`config.mk`:
```
export PLATFORM = sky130hd
export DESIGN_NAME = sync_master_tx
export DESIGN_NICKNAME = d
export VERILOG_FILES = /design/src/rtl/sync_master_tx.sv
export SDC_FILE = /design/constraint.sdc
export NUM_CORES = 1
export LEC_CHECK = 0
export BUFFER_PORTS_ARGS = -buffer_cell sky130_fd_sc_hd__buf_2
export CORE_ASPECT_RATIO = 0.5
export CORE_UTILIZATION = 39
export CTS_BUF_LIST = sky130_fd_sc_hd__clkbuf_8
export CTS_CLUSTER_SIZE = 10
export DETAILED_ROUTE_END_ITERATION = 8
export SKIP_CTS_REPAIR_TIMING = 1
export SLEW_MARGIN = 20
export SYNTH_ARGS = -nofsm -noshare
export SYNTH_HDL_FRONTEND = slang
export SYNTH_SLANG_ARGS = --single-unit
export TNS_END_PERCENT = 100
```
`constraint.sdc`:
```
create_clock -name clk -period 5.4 [get_ports clk]
set_input_delay 0.27 -clock clk [delete_from_list [all_inputs] [get_ports clk]]
set_output_delay 0.27 -clock clk [all_outputs]
set_load 0.02 [all_outputs]
```
`src/rtl/sync_master_tx.sv`:
```
module sync_master_tx #(
  parameter int DATA_W = 8,
  parameter int DIV_W  = 8
) (
  input  logic              clk,
  input  logic              rst_n,
  input  logic              sync_mode,
  input  logic              port_en,
  input  logic              clk_master,
  input  logic              tx_en,
  input  logic              ninth_en,
  input  logic              ninth_bit,
  input  logic [DIV_W-1:0]  div_val,
  input  logic              wr_en,
  input  logic [DATA_W-1:0] wr_data,
  input  logic              irq_en,
  input  logic              rx_busy,
  output logic              ser_clk,
  output logic              ser_data,
  output logic              buf_empty,
  output logic              shift_empty,
  output logic              irq,
  output logic              rx_block
);
  localparam int FW = DATA_W + 1;
  localparam int CW = DIV_W + 1;
  localparam int BW = $clog2(FW + 1);

  logic          active, run;
  logic          buf_full, flag_q;
  logic [FW-1:0] buf_q, sh;
  logic          busy, phase;
  logic [CW-1:0] cnt;
  logic [BW-1:0] bits_left;
  logic          load, half_end;

  assign active   = sync_mode & port_en & clk_master;
  assign run      = active & tx_en;
  assign load     = run & ~rx_busy & ~busy & buf_full;
  assign half_end = busy & (cnt == '0);

  always_ff @(posedge clk or negedge rst_n) begin
    if (!rst_n) begin
      buf_full <= 1'b0;
      buf_q    <= '0;
      flag_q   <= 1'b1;
    end else begin
      flag_q <= ~buf_full;
      if (wr_en) begin
        buf_full <= 1'b1;
        buf_q    <= {ninth_bit, wr_data};
      end else if (load) begin
        buf_full <= 1'b0;
      end
    end
  end

  always_ff @(posedge clk or negedge rst_n) begin
    if (!rst_n) begin
      busy      <= 1'b0;
      phase     <= 1'b0;
      cnt       <= '0;
      bits_left <= '0;
      sh        <= '0;
    end else if (!run) begin
      busy      <= 1'b0;
      phase     <= 1'b0;
      cnt       <= '0;
      bits_left <= '0;
    end else if (load) begin
      busy      <= 1'b1;
      phase     <= 1'b0;
      cnt       <= {div_val, 1'b1};
      bits_left <= ninth_en ? BW'(FW) : BW'(DATA_W);
      sh        <= buf_q;
    end else if (half_end) begin
      cnt   <= {div_val, 1'b1};
      phase <= ~phase;
      if (phase) begin
        sh        <= sh >> 1;
        bits_left <= bits_left - 1'b1;
        if (bits_left == BW'(1)) busy <= 1'b0;
      end
    end else if (busy) begin
      cnt <= cnt - 1'b1;
    end
  end

  assign ser_clk     = busy & phase;
  assign ser_data    = busy & sh[0];
  assign buf_empty   = flag_q;
  assign shift_empty = ~busy;
  assign irq         = flag_q & irq_en;
  assign rx_block    = busy;

  p_drop_after_write_r4: assert property (@(posedge clk) disable iff (!rst_n)
    wr_en |-> ##2 !buf_empty);

  p_stable_at_rise_r2: assert property (@(posedge clk) disable iff (!rst_n)
    $rose(ser_clk) |-> $stable(ser_data));

  p_abort_r9: assert property (@(posedge clk) disable iff (!rst_n)
    !tx_en |=> (shift_empty && !ser_clk));

  p_gate_r1: assert property (@(posedge clk) disable iff (!rst_n)
    !(sync_mode && port_en && clk_master) |=> shift_empty);

  p_rx_hold_r10: assert property (@(posedge clk) disable iff (!rst_n)
    (rx_busy && shift_empty) |=> shift_empty);

  p_irq_mask_r6: assert property (@(posedge clk) disable iff (!rst_n)
    !irq_en |-> !irq);
endmodule

```
Word level (Yosys, flattened, before mapping)
Index checks and enable logic that the tools add are counted.
Cells by class
  equal/unequal tests: 5
  muxes and demuxes: 22
  reductions and logical operators: 7
  bitwise operators: 14
  add/sub/neg operators: 2
Operator list (count)
  two-way mux 9 bit: 7
  two-way mux 4 bit: 4
  two-way mux 1 bit: 11
  AND 1 bit: 10
  logical NOT 9 bit: 1
  != test 3 x 1 -> 1 bit (second input constant): 3
  subtractor 9 x 1 -> 9 bit (second input constant): 1
  AND reduction 3 bit: 2
  nonzero test 2 bit: 3
  equality test 4 x 1 -> 1 bit (second input constant): 1
  != test 4 x 1 -> 1 bit (second input constant): 1
  NOT 1 bit: 4
  subtractor 4 x 1 -> 4 bit (second input constant): 1
  AND reduction 2 bit: 1
Word-level totals
  input bits: 27
  logic and storage cells: 58
  flip-flop bits (word level): 35

Depth between registers and ports, before layout
Gate-level depths: netlist (run 1).
  depth in word-level cells: 8
  mapped depth: 8
  mapped depth without buffers: 7

Least setup slack after synthesis (run 1)
OpenSTA, ideal clock, no wires.
  path type: register to register
  from: register cnt[0]
  to: register bits_left[3]
  clock period less this slack: 1.980 ns
  data required time: 5.266 ns
  setup slack: 3.420 ns
  setup time: 0.134 ns
  stages on the path, launching flop included: 8
  buffers on the path: 0
  arrival time: 1.846 ns
  cells stage by stage: dfrtp_1 -> inv_1 -> ha_1 -> or4b_4 -> nor3_4 -> nor4b_4 -> xnor2_1 -> a21oi_1
On the way
  cells in the longest elaborated chain, start to end: 4
RTL lines
  from (decl): RTL line 33  | logic [CW-1:0] cnt;
  from (signal assigned): RTL line 73  | cnt <= {div_val, 1'b1};
  from (signal assigned): RTL line 77  | cnt <= {div_val, 1'b1};
  from (signal assigned): RTL line 85  | cnt <= cnt - 1'b1;
  logical NOT 9 bit: RTL line 40  | assign half_end = busy & (cnt == '0);
  AND 1 bit: RTL line 40
  != test 3 x 1 -> 1 bit (no source line)
  AND reduction 2 bit (no source line)
  to (signal assigned): RTL line 74  | bits_left <= ninth_en ? BW'(FW) : BW'(DATA_W);
  to (signal assigned): RTL line 81  | bits_left <= bits_left - 1'b1;
  to (decl): RTL line 34  | logic [BW-1:0] bits_left;
No other way between the ends.
A chain may end at the register's enable or synchronous reset.

Worst setup path in the final report (run 1)
  from: register cnt[0]
  to: register sh[5]
On the way
  cells in the longest elaborated chain, start to end: 4
RTL lines
  logical NOT 9 bit: RTL line 40
  AND 1 bit: RTL line 40
  nonzero test 2 bit (no source line)
  AND reduction 3 bit (no source line)
  to (signal assigned): RTL line 75  | sh <= buf_q;
  to (signal assigned): RTL line 80  | sh <= sh >> 1;
  to (decl): RTL line 31  | logic [FW-1:0] buf_q, sh;
No other way between the ends.

==> out/qor.yml, run 1 <==
status: "finished, final reports clean"
antenna_left: 0
finalCriticalPeriod_ns: 2.303
worst-path-stages: 8
antenna_found_initial: 0
first_pass_iters: 6
ioPinCount: 33
place_area_um2: 2031
timing.hold.ws_ns: 0.04634
seq_area_frac_synth: 0.4818
worstPathRequired_ns: 5.56
crit_path_top_delay_cell: "dfrtp_1"
place_hpwl_um: 2653
ys_ff_latch: 35
areaGrowthSynthToFinish_pct: 16.98
synthTopCellsByCount: "dfrtp_1, nand2_1, nor2_1"
grt_pass1_vias: 1338
combPwrFrac: 0.119
swShare: 0.2703
root_buffer: "clkbuf_8"
critPathMaxFanout: 9
drv_slew: 0
ff_latch_area_um2: 877.1
path_class: "reg -> reg"
vias: 1452
fill_cells: 438
hp-class: "in -> async"
avgViaCountPerCell: 5.338
synthesis.area_um2: 1820
clock_power_share: 0.364
seq_power_share: 0.518
drc_errors: 0
rows: 17
arrival_ns: 2.46
final_hold_viol_count: 0
yosys-top-cells-area: "dfrtp_1, mux2_2, mux2i_1, nand2_1, o21ai_1"
num_antenna_cells: 0
max-cap-violations: 0
cp_cell_sequence: "inv_1 > ha_1 > nor4b_2 > nand2_1 > nor3_1 > buf_4 > mux2i_1 > o21ai_1"
yosysTopAreaCellShare: 0.4674
drive_gt1_frac: 0.2698
p_total_uw: 579.7
critical-path-max-stage-delay_ns: 0.43
vdd_ir_drop_max_uv: 109.0
worstSetupStartpointType: "flip-flop"
start_util: 0.4095
p_sw_uw: 156.7
finalSetupViolations: 0
grt_first_pass_wirelength_um: 6492
synth_enable_flop_cells: 0
drtIter0Drc: 40
clk_pin_slew_ns: 0.08
path_buf_inv: 2
yosys_warnings: 0
die-area_um2: 4962
synthCells: 182
fp.dieW_um: 98.62
p_per_area_nw_per_um2: 272.2
relSlewSlack: 0.4770
stdcell_area_um2: 2130
period_share: 0.4265
yosysMostFrequentCell: "dfrtp_1"
port_buffers: 32
tightest_slew_ns: 0.7845
clock_sinks: 35
rsz0062_at_grt: "false"
core_area_um2: 4446
cts_buffers: 5
fin_tns_setup_ns: 0
yosysTopAreaCell: "dfrtp_1"
multi_input_area_um2: 892.1
rr_startpoint: "cnt[0]"
p_int_uw: 423.0
grt_max_degree: 36
syn_avg_cell_area_um2: 10.00
fmax_ghz: 0.4342
ys.flop_type: "dfrtp_1"
cts_tree: "built"
routedWlPerCell_um: 13.79
ff2ff_path_depth: 8
cts_htree_levels: 2
place_congestion: 0.8787
die_y_um: 50.31
cp-end-kind: "flip-flop"
wirelength_um: 3750
p_leak_nw: 0.9124
cts_buffer_depth: 2
grt_usage: 0.1739
clk_latency_ns: 0.30
syn_nets: 212
async_reset_ff_frac: 1.000
yosysUniqueCellTypes: 44
cp-startpoint: "cnt[0]"
overflow: 0
skew_ns: 0.006706
cp_top_family: "simple AND/OR/NAND/NOR gates"
fin_nets: 244
-- metal layers --
layer | global-route usage | wire length [µm] | vias to the layer above
li1 | - | - | 713
met1 | 0.2391 | 1947 | 697
met2 | 0.2617 | 1564 | 34
met3 | 0.05292 | 181 | 8
met4 | 0.05970 | 57 | 0
met5 | 0 | 0 | -
-- layout make-up --
| cell class | count | area share |
|---|---|---|
| Clock inverter | 2 | 0.007638 |
| Clock buffer | 6 | 0.03878 |
| Tap cell | 57 | 0.03349 |
| Sequential cell | 35 | 0.4119 |
| Timing Repair Buffer | 33 | 0.07873 |
| Inverter | 6 | 0.01058 |
| Multi-Input combinational cell | 133 | 0.4189 |
-- layout by cell type (no fill, tap or decap), drive strengths merged, types with 3 or more instances in the layout --
cell / instances
mux2i: 10
nand2: 23
buf: 33
inv: 6
mux2: 9
a21oi: 7
nor2: 14
dfrtp: 34
xnor2: 3
nand3: 5
o21ai: 17
clkbuf: 6
nor3: 7
and2: 3
ha: 3
nand2b: 4
-- path summary, 6_finish.rpt --
check                               end  slack [ns]
max                               sh[5]        3.10
min                              cnt[0]        0.05
max reg2reg                       sh[5]        3.10
min reg2reg                   buf_empty        0.42
max in group asynchronous      rx_block        4.86
min in group clk           bits_left[0]        0.19
-- power groups by stage --
stage | Combinational (mW) | Sequential [mW] | Clock, mW
floorplan | 0.0462 | 0.301 | 0
global placement | 0.0684 | 0.305 | 0
detailed placement | 0.0696 | 0.306 | 0
CTS | 0.0700 | 0.300 | 0.216
global route | 0.0794 | 0.303 | 0.227
finish | 0.0689 | 0.300 | 0.211
-- cells by family after synthesis --
family	after synthesis	share of synthesized area
muxes	19	0.1107
AOI/OAI and AO/OA	40	0.1388
adders and majority gates	3	0.02062
buffers and inverters	14	0.02955
xor gates and xnor gates	4	0.01925
DFF	35	0.4818
and+or+nand+nor	67	0.1993
-- state kept, by name, summed over array words and instances (netlist names) --
register   flops
buf_empty      1
buf_full       1
buf_q          9
sh             9
cnt            9
rx_block       1
phase          1
bits_left      4
-- per-stage QoR --
step	util	std cells	worst slack, ns
finish	0.4790	272	3.097
global route	0.4790	272	2.854
CTS	0.4790	272	3.117
detailed placement	0.4568	264	3.147
global placement	0.4562	264	2.967
floorplan	-	182	3.420
Note: power is estimated with default switching activity, not from simulation.
==> inputs of run 2 (changes only) <==
Clock period 5.4 ns to 2 ns, I/O delays scaled along.
==> run 2 against run 1 <==
  * The run now ends with DRC left
  * Highest routed layer unchanged
  * Global-route usage up 0.95 points
  * Count of clock-buffer cells in the layout unchanged
  * First-iteration DRC count increased by 48%
  * Register-to-register slack lost 2.9 ns
  * Worst hold slack got worse by 0.036 ns
  * Total power rose to 2.7 times the previous value
  * Wire length up 9.1%
==> out/qor.yml, run 2 (same netlist as run 1, synthesis figures left out) <==
finalSetupViolations: 0
clk_pin_slew_ns: 0.08
antenna_left: 0
place_congestion: 0.8695
drtIter0Drc: 59
seq_power_share: 0.512
tightest_slew_ns: 0.7931
p_leak_nw: 0.9943
p_per_area_nw_per_um2: 703.5
worstPathRequired_ns: 2.18
fill_cells: 430
die_y_um: 50.31
final_util: 0.5063
avgViaCountPerCell: 5.332
arrival_ns: 2.04
num_antenna_cells: 0
core_area_um2: 4446
drv_slew: 0
first_pass_iters: 6
finalCriticalPeriod_ns: 1.852
fin_nets: 258
overflow: 0
ioPinCount: 33
p_sw_uw: 426.5
hp-class: "in -> reg"
areaGrowthSynthToFinish_pct: 23.64
final_hold_viol_count: 0
fp.dieW_um: 98.62
top_regs: "buf_q x9, cnt x9, sh x9"
root_buffer: "clkbuf_8"
period_share: 0.9259
cts_htree_levels: 2
grt_first_pass_wirelength_um: 6886
skew_ns: 0.003968
cts_buffer_depth: 2
antenna_found_initial: 0
critPathMaxFanout: 5
start_util: 0.4095
clk_latency_ns: 0.29
cts_tree: "built"
status: "finished, violations left"
final_common_cell: "dfrtp_1"
relSlewSlack: 0.4713
stdcell_area_um2: 2251
grt_max_degree: 36
rows: 17
worst_slack_ns: 0.1482
vias: 1525
fin_tns_setup_ns: 0
final_cell_mix: "dfrtp_1, buf_2, nand2_1"
die-area_um2: 4962
place_hpwl_um: 2908
place_area_um2: 2118
combPwrFrac: 0.133
p_int_mw: 1.157
dpl_worst_slack_ns: 0.08114
vdd_ir_drop_max_uv: 259.1
clock_power_share: 0.356
rsz0062_at_grt: "false"
fmax_ghz: 0.5400
port_buffers: 32
grt_usage: 0.1834
grt_pass1_vias: 1422
routedWlPerCell_um: 14.31
wirelength_um: 4092
worstSetupStartpointType: "flip-flop"
max-cap-violations: 0
cp-end-kind: "flip-flop"
drc_errors: 2
drive_gt1_frac: 0.3188
swShare: 0.2693
violations: "DRC"
clock_sinks: 35
cts_buffers: 5
path_class: "reg -> reg"
-- run 2: cell types whose count changed in the layout (fill, tap and decap cells not counted), sizes merged --
cell         change
buf             +13
dlygate4sd3      +1
-- run 2: worst paths after layout --
| check | from | endpoint | slack [ns] | cells past startpoint |
|---|---|---|---|---|
| hold reg to reg | buf_full | buf_empty | 0.43 | 1 |
| min in group asynchronous | rst_n | cnt[5] | 0.43 | 2 |
| setup reg to reg | cnt[0] | bits_left[3] | 0.15 | 7 |
| max in group asynchronous | rst_n | cnt[8] | 1.08 | 2 |
| hold / removal | ninth_en | bits_left[0] | 0.01 | 3 |
| setup / recovery | cnt[0] | bits_left[3] | 0.15 | 7 |
-- run 2: worst max-delay path, cell delays in order (launching register included) --
cell and delay (ns):
dfrtp_1 0.38, inv_1 0.06, ha_2 0.20, or4b_4 0.51, nor3_4 0.15, nor4b_4 0.22, xnor2_1 0.14, a21oi_1 0.08
-- run 2: layout make-up --
cell class | count | area (µm²) | share of cell area
clock buffers | 6 | 82.58 | 0.03669
clock inverters | 2 | 16.27 | 0.007226
inverters | 6 | 22.52 | 0.01001
multi-input cells | 133 | 908.4 | 0.4036
flip-flops and latches | 35 | 877.1 | 0.3897
well taps | 57 | 71.32 | 0.03168
repair buffers | 47 | 272.8 | 0.1212
-- run 2: metrics by stage --
stage          hold slack, ns  std cells  power, mW
6_report              0.01015        286      1.584
5_1_grt              0.002812        286      1.666
4_1_cts              -0.08127        284      1.598
3_5_place_dp           0.2410        276      1.031
3_3_place_gp           0.2370        276      1.022
2_1_floorplan         -0.1956        182     0.9384
-- run 2: per-layer routing --
layer  wire length, µm  global-route usage  vias up
met5                 0                   0        -
met3               185             0.05989        3
met2              1841              0.2770       36
met4                25             0.05721        0
met1              2040              0.2509      752
li1                  -                   -      734
-- run 2: power groups by stage --
stage	logic [mW]	clock network, mW	registers (mW)
2_1_floorplan	0.125	0	0.814
5_1_grt	0.237	0.612	0.817
4_1_cts	0.208	0.580	0.810
6_report	0.210	0.563	0.810
3_5_place_dp	0.208	0	0.824
3_3_place_gp	0.202	0	0.820
